## config.mk

```make
export PLATFORM = sky130hd
export DESIGN_NAME = predec_packer
export DESIGN_NICKNAME = d
export VERILOG_FILES = /design/src/rtl/predec_pkg.sv /design/src/rtl/predec_ctrl.sv /design/src/rtl/predec_datapath.sv /design/src/rtl/predec_packer.sv
export SDC_FILE = /design/constraint.sdc
export NUM_CORES = 1
export LEC_CHECK = 0
export CAP_MARGIN = 0
export CORE_MARGIN = 5
export CORE_UTILIZATION = 52
export DETAILED_ROUTE_END_ITERATION = 10
export PLACE_DENSITY = 0.94
export SYNTH_ARGS = -nofsm -noshare
export SYNTH_HDL_FRONTEND = slang
export SYNTH_SLANG_ARGS = --single-unit
```

## constraint.sdc

```tcl
create_clock -name clk -period 7.2 [get_ports clk]
set_input_delay 1.44 -clock clk [delete_from_list [all_inputs] [get_ports clk]]
set_output_delay 1.44 -clock clk [all_outputs]
set_load 0.02 [all_outputs]
```

## src/rtl/predec_pkg.sv

```systemverilog
package predec_pkg;

  localparam int XLEN     = 32;
  localparam int REG_W    = 5;
  localparam int OP_W     = 7;
  localparam int ENTRY_W  = OP_W + 3 * REG_W + XLEN;
  localparam int RS2_LSB  = XLEN + 2 * REG_W;
  localparam int RS1_LSB  = XLEN + REG_W;
  localparam int RD_LSB   = XLEN;
  localparam int OP_LSB   = XLEN + 3 * REG_W;

  localparam logic [6:0] OPC_LUI    = 7'b0110111;
  localparam logic [6:0] OPC_AUIPC  = 7'b0010111;
  localparam logic [6:0] OPC_JAL    = 7'b1101111;
  localparam logic [6:0] OPC_JALR   = 7'b1100111;
  localparam logic [6:0] OPC_BRANCH = 7'b1100011;
  localparam logic [6:0] OPC_LOAD   = 7'b0000011;
  localparam logic [6:0] OPC_STORE  = 7'b0100011;
  localparam logic [6:0] OPC_OPIMM  = 7'b0010011;
  localparam logic [6:0] OPC_OP     = 7'b0110011;
  localparam logic [6:0] OPC_AMO    = 7'b0101111;
  localparam logic [6:0] OPC_FENCE  = 7'b0001111;
  localparam logic [6:0] OPC_SYSTEM = 7'b1110011;

  // Operation identifiers, two's complement in OP_W bits
  typedef enum logic [OP_W-1:0] {
    OP_ILLEGAL = 7'd0,   OP_CUSTA  = 7'd1,   OP_CUSTB  = 7'd2,
    OP_BEQ     = 7'd64,  OP_BNE    = 7'd65,  OP_JAL    = 7'd66,  OP_JALR  = 7'd67,
    OP_BLT     = 7'd68,  OP_BGE    = 7'd69,  OP_BLTU   = 7'd70,  OP_BGEU  = 7'd71,
    OP_LB      = 7'd72,  OP_LH     = 7'd73,  OP_LW     = 7'd74,  OP_LUI   = 7'd75,
    OP_LBU     = 7'd76,  OP_LHU    = 7'd77,  OP_SB     = 7'd78,  OP_SH    = 7'd79,
    OP_SW      = 7'd80,  OP_AADD   = 7'd81,  OP_ASWAP  = 7'd82,  OP_LRES  = 7'd83,
    OP_SCOND   = 7'd84,  OP_AXOR   = 7'd85,  OP_AOR    = 7'd86,  OP_AAND  = 7'd87,
    OP_AMIN    = 7'd88,  OP_AMAX   = 7'd89,  OP_AMINU  = 7'd90,  OP_AMAXU = 7'd91,
    OP_ADDI    = 7'd92,  OP_SUB    = 7'd93,  OP_SLTI   = 7'd94,  OP_SLTIU = 7'd95,
    OP_XORI    = 7'd96,  OP_SRA    = 7'd97,  OP_ORI    = 7'd98,  OP_ANDI  = 7'd99,
    OP_ADD     = 7'd100, OP_SLL    = 7'd101, OP_SLT    = 7'd102, OP_SLTU  = 7'd103,
    OP_XOR     = 7'd104, OP_SRL    = 7'd105, OP_OR     = 7'd106, OP_AND   = 7'd107,
    OP_MUL     = 7'd108, OP_MULH   = 7'd109, OP_MULHSU = 7'd110, OP_MULHU = 7'd111,
    OP_DIV     = 7'd112, OP_DIVU   = 7'd113, OP_REM    = 7'd114, OP_REMU  = 7'd115,
    OP_PRIV    = 7'd116, OP_CSRRW  = 7'd117, OP_CSRRS  = 7'd118, OP_CSRRC = 7'd119,
    OP_AUIPC   = 7'd120, OP_CSRRWI = 7'd121, OP_CSRRSI = 7'd122, OP_CSRRCI = 7'd123,
    OP_FENCE   = 7'd124, OP_SLLI   = 7'd125, OP_SRLI   = 7'd126, OP_SRAI  = 7'd127
  } opId_e;

  typedef enum logic [2:0] {
    IMM_ZERO, IMM_I, IMM_S, IMM_B, IMM_U, IMM_J, IMM_SYS, IMM_SHAMT
  } immSel_e;

  typedef struct packed {
    logic    load;
    opId_e   opId;
    immSel_e immSel;
    logic    useRs1;
    logic    useRs2;
    logic    useRd;
  } decStrobes_t;

endpackage

```

## src/rtl/predec_ctrl.sv

```systemverilog
module predec_ctrl
  import predec_pkg::*;
#(
  parameter logic [6:0] CUSTOM_OPCODE = 7'b0001011
) (
  input  logic              clk,
  input  logic              rstN,
  input  logic              inValid,
  input  logic [XLEN-1:0]   inst,
  output decStrobes_t       strobes,
  output logic              outValid
);

  logic [6:0]  opcode;
  logic [2:0]  funct3;
  logic [6:0]  funct7;
  logic [11:0] funct12;
  logic [4:0]  funct5;
  logic        rs1Zero, rs2Zero, rdZero;
  decStrobes_t dec;

  assign opcode  = inst[6:0];
  assign funct3  = inst[14:12];
  assign funct7  = inst[31:25];
  assign funct12 = inst[31:20];
  assign funct5  = inst[31:27];
  assign rs1Zero = (inst[19:15] == '0);
  assign rs2Zero = (inst[24:20] == '0);
  assign rdZero  = (inst[11:7] == '0);

  function automatic decStrobes_t mk(opId_e o, immSel_e s, logic a, logic b, logic d);
    decStrobes_t r;
    r.load   = 1'b0;
    r.opId   = o;
    r.immSel = s;
    r.useRs1 = a;
    r.useRs2 = b;
    r.useRd  = d;
    return r;
  endfunction

  always_comb begin
    opId_e tmp;
    tmp = OP_ILLEGAL;
    dec = mk(OP_ILLEGAL, IMM_ZERO, 1'b0, 1'b0, 1'b0);
    if (inst[1:0] == 2'b11) begin
      if (opcode == CUSTOM_OPCODE) begin
        if (funct3 == 3'b000)      dec = mk(OP_CUSTA, IMM_I, 1'b1, 1'b0, 1'b1);
        else if (funct3 == 3'b001) dec = mk(OP_CUSTB, IMM_I, 1'b1, 1'b0, 1'b1);
      end else begin
        case (opcode)
          OPC_LUI:   dec = mk(OP_LUI, IMM_U, 1'b0, 1'b0, 1'b1);
          OPC_AUIPC: dec = mk(OP_AUIPC, IMM_U, 1'b0, 1'b0, 1'b1);
          OPC_JAL:   dec = mk(OP_JAL, IMM_J, 1'b0, 1'b0, 1'b1);
          OPC_JALR:  if (funct3 == 3'b000) dec = mk(OP_JALR, IMM_I, 1'b1, 1'b0, 1'b1);
          OPC_BRANCH: begin
            case (funct3)
              3'b000: tmp = OP_BEQ;
              3'b001: tmp = OP_BNE;
              3'b100: tmp = OP_BLT;
              3'b101: tmp = OP_BGE;
              3'b110: tmp = OP_BLTU;
              3'b111: tmp = OP_BGEU;
              default: tmp = OP_ILLEGAL;
            endcase
            if (tmp != OP_ILLEGAL) dec = mk(tmp, IMM_B, 1'b1, 1'b1, 1'b0);
          end
          OPC_LOAD: begin
            case (funct3)
              3'b000: tmp = OP_LB;
              3'b001: tmp = OP_LH;
              3'b010: tmp = OP_LW;
              3'b100: tmp = OP_LBU;
              3'b101: tmp = OP_LHU;
              default: tmp = OP_ILLEGAL;
            endcase
            if (tmp != OP_ILLEGAL) dec = mk(tmp, IMM_I, 1'b1, 1'b0, 1'b1);
          end
          OPC_STORE: begin
            case (funct3)
              3'b000: tmp = OP_SB;
              3'b001: tmp = OP_SH;
              3'b010: tmp = OP_SW;
              default: tmp = OP_ILLEGAL;
            endcase
            if (tmp != OP_ILLEGAL) dec = mk(tmp, IMM_S, 1'b1, 1'b1, 1'b0);
          end
          OPC_OPIMM: begin
            case (funct3)
              3'b000: dec = mk(OP_ADDI, IMM_I, 1'b1, 1'b0, 1'b1);
              3'b010: dec = mk(OP_SLTI, IMM_I, 1'b1, 1'b0, 1'b1);
              3'b011: dec = mk(OP_SLTIU, IMM_I, 1'b1, 1'b0, 1'b1);
              3'b100: dec = mk(OP_XORI, IMM_I, 1'b1, 1'b0, 1'b1);
              3'b110: dec = mk(OP_ORI, IMM_I, 1'b1, 1'b0, 1'b1);
              3'b111: dec = mk(OP_ANDI, IMM_I, 1'b1, 1'b0, 1'b1);
              3'b001: if (funct7 == 7'b0000000) dec = mk(OP_SLLI, IMM_SHAMT, 1'b1, 1'b0, 1'b1);
              default: begin
                if (funct7 == 7'b0000000)      dec = mk(OP_SRLI, IMM_SHAMT, 1'b1, 1'b0, 1'b1);
                else if (funct7 == 7'b0100000) dec = mk(OP_SRAI, IMM_SHAMT, 1'b1, 1'b0, 1'b1);
              end
            endcase
          end
          OPC_OP: begin
            case (funct7)
              7'b0000000: begin
                case (funct3)
                  3'd0: tmp = OP_ADD;
                  3'd1: tmp = OP_SLL;
                  3'd2: tmp = OP_SLT;
                  3'd3: tmp = OP_SLTU;
                  3'd4: tmp = OP_XOR;
                  3'd5: tmp = OP_SRL;
                  3'd6: tmp = OP_OR;
                  default: tmp = OP_AND;
                endcase
              end
              7'b0100000: begin
                if (funct3 == 3'd0)      tmp = OP_SUB;
                else if (funct3 == 3'd5) tmp = OP_SRA;
              end
              7'b0000001: begin
                case (funct3)
                  3'd0: tmp = OP_MUL;
                  3'd1: tmp = OP_MULH;
                  3'd2: tmp = OP_MULHSU;
                  3'd3: tmp = OP_MULHU;
                  3'd4: tmp = OP_DIV;
                  3'd5: tmp = OP_DIVU;
                  3'd6: tmp = OP_REM;
                  default: tmp = OP_REMU;
                endcase
              end
              default: tmp = OP_ILLEGAL;
            endcase
            if (tmp != OP_ILLEGAL) dec = mk(tmp, IMM_ZERO, 1'b1, 1'b1, 1'b1);
          end
          OPC_AMO: begin
            if (funct3 == 3'b010) begin
              case (funct5)
                5'b00000: tmp = OP_AADD;
                5'b00001: tmp = OP_ASWAP;
                5'b00010: tmp = rs2Zero ? OP_LRES : OP_ILLEGAL;
                5'b00011: tmp = OP_SCOND;
                5'b00100: tmp = OP_AXOR;
                5'b01000: tmp = OP_AOR;
                5'b01100: tmp = OP_AAND;
                5'b10000: tmp = OP_AMIN;
                5'b10100: tmp = OP_AMAX;
                5'b11000: tmp = OP_AMINU;
                5'b11100: tmp = OP_AMAXU;
                default:  tmp = OP_ILLEGAL;
              endcase
            end
            if (tmp == OP_LRES)         dec = mk(tmp, IMM_ZERO, 1'b1, 1'b0, 1'b1);
            else if (tmp != OP_ILLEGAL) dec = mk(tmp, IMM_ZERO, 1'b1, 1'b1, 1'b1);
          end
          OPC_FENCE: if (funct3 == 3'b000) dec = mk(OP_FENCE, IMM_I, 1'b0, 1'b0, 1'b0);
          OPC_SYSTEM: begin
            case (funct3)
              3'b000: begin
                if (rs1Zero && rdZero &&
                    (funct12 == 12'h000 || funct12 == 12'h001 ||
                     funct12 == 12'h302 || funct12 == 12'h105))
                  dec = mk(OP_PRIV, IMM_SYS, 1'b0, 1'b0, 1'b0);
              end
              3'b001: dec = mk(OP_CSRRW, IMM_SYS, 1'b1, 1'b0, 1'b1);
              3'b010: dec = mk(OP_CSRRS, IMM_SYS, 1'b1, 1'b0, 1'b1);
              3'b011: dec = mk(OP_CSRRC, IMM_SYS, 1'b1, 1'b0, 1'b1);
              3'b101: dec = mk(OP_CSRRWI, IMM_SYS, 1'b1, 1'b0, 1'b1);
              3'b110: dec = mk(OP_CSRRSI, IMM_SYS, 1'b1, 1'b0, 1'b1);
              3'b111: dec = mk(OP_CSRRCI, IMM_SYS, 1'b1, 1'b0, 1'b1);
              default: dec = mk(OP_ILLEGAL, IMM_ZERO, 1'b0, 1'b0, 1'b0);
            endcase
          end
          default: dec = mk(OP_ILLEGAL, IMM_ZERO, 1'b0, 1'b0, 1'b0);
        endcase
      end
    end
  end

  always_comb begin
    strobes      = dec;
    strobes.load = inValid;
  end

  always_ff @(posedge clk) begin
    if (!rstN) outValid <= 1'b0;
    else       outValid <= inValid;
  end


  valid_follow_chk: assert property (@(posedge clk) disable iff (!rstN)
    inValid |=> outValid);


  valid_drop_chk: assert property (@(posedge clk) disable iff (!rstN)
    !inValid |=> !outValid);

endmodule

```

## src/rtl/predec_datapath.sv

```systemverilog
module predec_datapath
  import predec_pkg::*;
(
  input  logic               clk,
  input  logic               rstN,
  input  logic [XLEN-1:7]    instHi,
  input  decStrobes_t        strobes,
  output logic [ENTRY_W-1:0] entry
);

  logic [XLEN-1:0]    immVal;
  logic [REG_W-1:0]   rs1Fld, rs2Fld, rdFld;
  logic [ENTRY_W-1:0] entryD;
  logic [OP_W-1:0]    opField;

  always_comb begin
    case (strobes.immSel)
      IMM_I:     immVal = {{20{instHi[31]}}, instHi[31:20]};
      IMM_S:     immVal = {{20{instHi[31]}}, instHi[31:25], instHi[11:7]};
      IMM_B:     immVal = {{19{instHi[31]}}, instHi[31], instHi[7], instHi[30:25],
                           instHi[11:8], 1'b0};
      IMM_U:     immVal = {instHi[31:12], 12'b0};
      IMM_J:     immVal = {{11{instHi[31]}}, instHi[31], instHi[19:12], instHi[20],
                           instHi[30:21], 1'b0};
      IMM_SYS:   immVal = {20'b0, instHi[31:20]};
      IMM_SHAMT: immVal = {27'b0, instHi[24:20]};
      default:   immVal = '0;
    endcase
  end

  assign rs1Fld = strobes.useRs1 ? instHi[19:15] : '0;
  assign rs2Fld = strobes.useRs2 ? instHi[24:20] : '0;
  assign rdFld  = strobes.useRd  ? instHi[11:7]  : '0;
  assign entryD = {strobes.opId, rs2Fld, rs1Fld, rdFld, immVal};

  always_ff @(posedge clk) begin
    if (!rstN)             entry <= '0;
    else if (strobes.load) entry <= entryD;
  end

  assign opField = entry[ENTRY_W-1:OP_LSB];


  hold_when_idle_chk: assert property (@(posedge clk) disable iff (!rstN)
    !strobes.load |=> $stable(entry));


  illegal_clear_chk: assert property (@(posedge clk) disable iff (!rstN)
    (opField == OP_ILLEGAL) |-> (entry[OP_LSB-1:0] == '0));


  upper_regs_zero_chk: assert property (@(posedge clk) disable iff (!rstN)
    (opField == OP_LUI || opField == OP_AUIPC || opField == OP_JAL)
      |-> (entry[OP_LSB-1:RD_LSB+REG_W] == '0));


  csr_addr_width_chk: assert property (@(posedge clk) disable iff (!rstN)
    (opField inside {OP_CSRRW, OP_CSRRS, OP_CSRRC, OP_CSRRWI, OP_CSRRSI, OP_CSRRCI})
      |-> (entry[XLEN-1:12] == '0));


  priv_code_chk: assert property (@(posedge clk) disable iff (!rstN)
    (opField == OP_PRIV) |-> (entry[XLEN-1:0] inside {32'h0, 32'h1, 32'h302, 32'h105}));

endmodule

```

## src/rtl/predec_packer.sv

```systemverilog
module predec_packer
  import predec_pkg::*;
#(
  parameter logic [6:0] CUSTOM_OPCODE = 7'b0001011
) (
  input  logic               clk,
  input  logic               rstN,
  input  logic               inValid,
  input  logic [XLEN-1:0]    inInst,
  output logic               outValid,
  output logic [ENTRY_W-1:0] outEntry
);

  decStrobes_t strobes;

  predec_ctrl #(.CUSTOM_OPCODE(CUSTOM_OPCODE)) uCtrl (
    .clk      (clk),
    .rstN     (rstN),
    .inValid  (inValid),
    .inst     (inInst),
    .strobes  (strobes),
    .outValid (outValid)
  );

  predec_datapath uData (
    .clk     (clk),
    .rstN    (rstN),
    .instHi  (inInst[XLEN-1:7]),
    .strobes (strobes),
    .entry   (outEntry)
  );

endmodule

```

==> flow_results.xml <==
<?xml version="1.0" encoding="UTF-8"?>
<metrics>
  <group name="route">
    <metric name="dr_total_vias" unit="">3583</metric>
    <metric name="wire_per_inst" unit="um">20.5</metric>
    <metric name="met3_wirelength" unit="um">1220</metric>
    <metric name="initialDrtViolationCount" unit="">463</metric>
    <metric name="metal2_wl" unit="um">5350</metric>
    <metric name="drt_pre_antenna_iters" unit="">5</metric>
    <metric name="top_layer" unit="">met4</metric>
    <metric name="avgViaCountPerCell" unit="">6.40</metric>
    <metric name="wl_met1" unit="um">4640</metric>
    <metric name="routed_wl" unit="um">11500</metric>
    <metric name="total_drc_errors_in_the_routed_layout" unit="">0</metric>
    <metric name="detail-route-antenna-nets" unit="">0</metric>
  </group>
  <group name="critical_path">
    <metric name="cp_slowest_cell" unit="">nor4bb_1</metric>
    <metric name="crit_path_cell_trace" unit="">clkdlybuf4s50_1 &gt; nor2b_1 &gt; o21a_1 &gt; nor4_2 &gt; a311oi_2 &gt; nor4bb_1 &gt; a21oi_1 &gt; o21ai_0</metric>
    <metric name="reg2reg_from" unit="">uData.entry[49]</metric>
    <metric name="worst-endpoint-required" unit="ns">7.43</metric>
    <metric name="critical-path-max-stage-delay" unit="ns">1.05</metric>
    <metric name="worstSetupEndpointType" unit="">register</metric>
    <metric name="timing_worst_setup_path_type" unit="">input port to register</metric>
    <metric name="timing.critical_path.fanout_max" unit="">21</metric>
    <metric name="crit_path_start_kind" unit="">input port</metric>
    <metric name="crit_start" unit="">inInst[14]</metric>
    <metric name="worst-endpoint-arrival" unit="ns">4.93</metric>
  </group>
  <group name="flow_run">
    <metric name="maxCapViolCount" unit="">0</metric>
  </group>
  <group name="clock_network">
    <metric name="clkTransAtPathRegs" unit="ns">0.10</metric>
    <metric name="post_cts_resized" unit="">0</metric>
    <metric name="clock_sinks" unit="">55</metric>
    <metric name="tritoncts.num_buffers" unit="">5</metric>
    <metric name="cts_setup_buffers" unit="">0</metric>
    <metric name="hold_buffers" unit="">0</metric>
    <metric name="htreeDepth" unit="">2</metric>
    <metric name="clk-insertion-delay-late" unit="ns">0.31</metric>
    <metric name="cts-root-to-sink-buffers" unit="">2</metric>
    <metric name="clock-root-buffer" unit="">clkbuf_8</metric>
    <metric name="tritoncts" unit="">yes</metric>
  </group>
  <group name="grt">
    <metric name="grt_pass1_wl" unit="um">17900</metric>
    <metric name="grt_usage" unit="%">29.9</metric>
    <metric name="overflow" unit="">0</metric>
    <metric name="antenna_found_initial" unit="">0</metric>
    <metric name="vias_in_the_first_global_route" unit="">3434</metric>
    <metric name="pin_count_of_the_biggest_net_entering_global_routing" unit="">39</metric>
  </group>
  <group name="finish">
    <metric name="nets" unit="">519</metric>
    <metric name="antenna_cells" unit="">0</metric>
    <metric name="multiInputGateArea" unit="mm^2">0.00187</metric>
    <metric name="layout.cells.most_common" unit="">clkdlybuf4s50_1</metric>
    <metric name="post_route_cells_drive_above_1_share" unit="%">4.74</metric>
    <metric name="areaGrowthSynthToFinish" unit="%">30.5</metric>
    <metric name="fillerInstances" unit="">497</metric>
    <metric name="postLayoutCoreUtil" unit="%">69.7</metric>
    <metric name="layout_cell_area_excl_fill" unit="mm^2">0.00412</metric>
    <metric name="leading_cell_types_in_the_layout_fill_and_taps_excluded" unit="">clkdlybuf4s50_1 (89), nand2_1 (56), dfxtp_1 (55)</metric>
    <metric name="final-seq-area" unit="mm^2">0.00110</metric>
    <metric name="finish.cell_count_without_fillers" unit="">560</metric>
  </group>
  <group name="power_and_ir_drop">
    <metric name="clkPwrFrac" unit="%">33.7</metric>
    <metric name="netSwitchingPower" unit="mW">0.175</metric>
    <metric name="p_total" unit="mW">0.632</metric>
    <metric name="p_leak" unit="nW">1.41</metric>
    <metric name="combPwrFrac" unit="%">17.1</metric>
    <metric name="sw_frac_of_total" unit="%">27.7</metric>
    <metric name="internal_dissipation" unit="mW">0.457</metric>
    <metric name="p_seq_share" unit="%">49.3</metric>
    <metric name="cellPowerDensity" unit="mW/mm^2">153</metric>
    <metric name="peakVddDrop" unit="mV">0.113</metric>
  </group>
  <group name="timing">
    <metric name="max_clock_freq" unit="GHz">0.213</metric>
    <metric name="final_period_utilization" unit="%">65.3</metric>
    <metric name="max_slew_margin" unit="%">16.9</metric>
    <metric name="finalClockSkew" unit="ns">0</metric>
    <metric name="final_critical_path_setup_slack" unit="ns">2.50</metric>
    <metric name="fin_setup_tns" unit="ns">0</metric>
    <metric name="rsz0062_at_grt" unit="">no</metric>
    <metric name="final-setup-viol-count" unit="">0</metric>
    <metric name="hold_violations" unit="">0</metric>
    <metric name="final_period_minus_worst_setup_slack" unit="ns">4.70</metric>
    <metric name="worst-slew-pin-transition" unit="ns">1.23</metric>
    <metric name="worst_slack_on_hold_paths" unit="ns">0.463</metric>
    <metric name="timing.final.max_slew_violations" unit="">0</metric>
  </group>
  <group name="floorplanning">
    <metric name="dieWidth" unit="um">88.0</metric>
    <metric name="die-area" unit="mm^2">0.00774</metric>
    <metric name="die_height" unit="um">88.0</metric>
    <metric name="initial_utilization" unit="%">53.4</metric>
    <metric name="ioPinCount" unit="">90</metric>
    <metric name="total_core_area" unit="mm^2">0.00592</metric>
    <metric name="rows" unit="">28</metric>
  </group>
  <group name="placement">
    <metric name="dpl.hpwl" unit="um">8460</metric>
    <metric name="globalplace.congestion" unit="">0.989</metric>
    <metric name="portBuffers" unit="">89</metric>
    <metric name="pre_cts_ws" unit="ns">2.28</metric>
    <metric name="place_area" unit="mm^2">0.00401</metric>
    <metric name="dp.cells" unit="">552</metric>
  </group>
  <group name="synthesis">
    <metric name="number_of_synthesized_flops_with_an_enable_pin" unit="">0</metric>
    <metric name="avgSynthCellArea" unit="um^2">7.56</metric>
    <metric name="netlist_instances" unit="">418</metric>
    <metric name="asyncSetResetFlopFracSynth" unit="%">0</metric>
    <metric name="sequential_cell_area_fraction_in_the_yosys_report" unit="%">34.8</metric>
    <metric name="ys_ff_latch" unit="">55</metric>
    <metric name="syn-cell-area" unit="mm^2">0.00316</metric>
    <metric name="synth_fp_nets" unit="">453</metric>
    <metric name="yosys_warnings" unit="">0</metric>
    <metric name="ys_types" unit="">59</metric>
    <metric name="ys.flop_type" unit="">dfxtp_1</metric>
  </group>
  <group name="hold_path">
    <metric name="hold_path_startpoint" unit="">uData.entry[17]</metric>
    <metric name="min-delay-path-class" unit="">register to register</metric>
  </group>
  <group name="run_status">
    <metric name="status" unit="">finished, final reports clean</metric>
  </group>
</metrics>
[power by group through the flow]
stage          combinational, mW  clock, mW  sequential, mW
6_report                   0.108      0.213           0.311
5_1_grt                    0.115      0.228           0.312
4_1_cts                    0.105      0.213           0.311
3_5_place_dp               0.105          0           0.318
3_3_place_gp               0.104          0           0.318
2_1_floorplan             0.0501          0           0.324
[logic make-up (layout without fill, tap and decap cells)]
| group | after synthesis | in the layout | synth area share, % |
|---|---|---|---|
| AOI/OAI and AO/OA | 149 | 149 | 31.9 |
| xor gates and xnor gates | 2 | 2 | 0.554 |
| buffers and inverters | 43 | 110 | 6.06 |
| DFF | 55 | 55 | 34.8 |
| and+or+nand+nor | 169 | 169 | 26.7 |
[layout make-up]
type                       instances  share of cell area [%]
timing repair buffer              91                    22.0
tap                               75                    2.28
multi-input combinational        320                    45.4
clock buffer                       6                    1.76
clock inverter                     2                   0.941
sequential                        55                    26.7
inverter                          11                    1.00
[registers in the layout (all words and copies together) (netlist names)]
signal / cells
uData.entry: 54
uCtrl.outValid: 1
[path summary, 6_finish.rpt]
kind | endpoint | cells past startpoint | slack, ns
hold reg to reg | uData.entry[17] | 2 | 0.46
hold / removal | uData.entry[17] | 2 | 0.46
setup reg to reg | uData.entry[49] | 5 | 5.88
setup / recovery | uData.entry[15] | 8 | 2.50
[routing by layer]
metal,GRT usage (%),vias to the layer above
met5,0,-
met4,10.6,0
met3,7.15,33
met2,47.2,230
met1,39.8,1653
li1,-,1667
[critical path, delay by kind of cell]
family | cells | cell delay, ns
simple gates | 3 | 1.85
buf+inv | 1 | 1.01
compound gates | 4 | 0.62
[synthesized netlist by cell type (2+ instances only)]
library cell,count,area (um^2)
a22oi_1,4,30.0
dfxtp_1,55,1100
a21boi_0,3,22.5
o21ai_0,39,195
o31ai_1,3,22.5
nor4_1,8,50.1
and2_1,4,25.0
nand3_1,16,80.1
o22ai_1,3,18.8
clkbuf_2,2,10.0
nor2_1,39,146
clkbuf_1,19,71.3
nand2b_1,4,25.0
nor4bb_1,2,20.0
a21oi_1,30,150
a41oi_1,3,26.3
a2bb2oi_1,2,17.5
nor4_2,2,25.0
a2111oi_0,2,17.5
a22o_1,20,175
buf_6,2,22.5
o211ai_1,3,22.5
nand4_1,3,18.8
nand2_1,56,210
o21a_1,14,105
buf_2,7,35.0
and3_1,7,43.8
nor3_1,9,45.0
o41ai_1,2,17.5
a31oi_1,8,50.1
a211oi_1,2,15.0
inv_1,10,37.5
nor2b_1,8,50.1
xor2_1,2,17.5
Note: power is estimated with default switching activity, not from simulation.
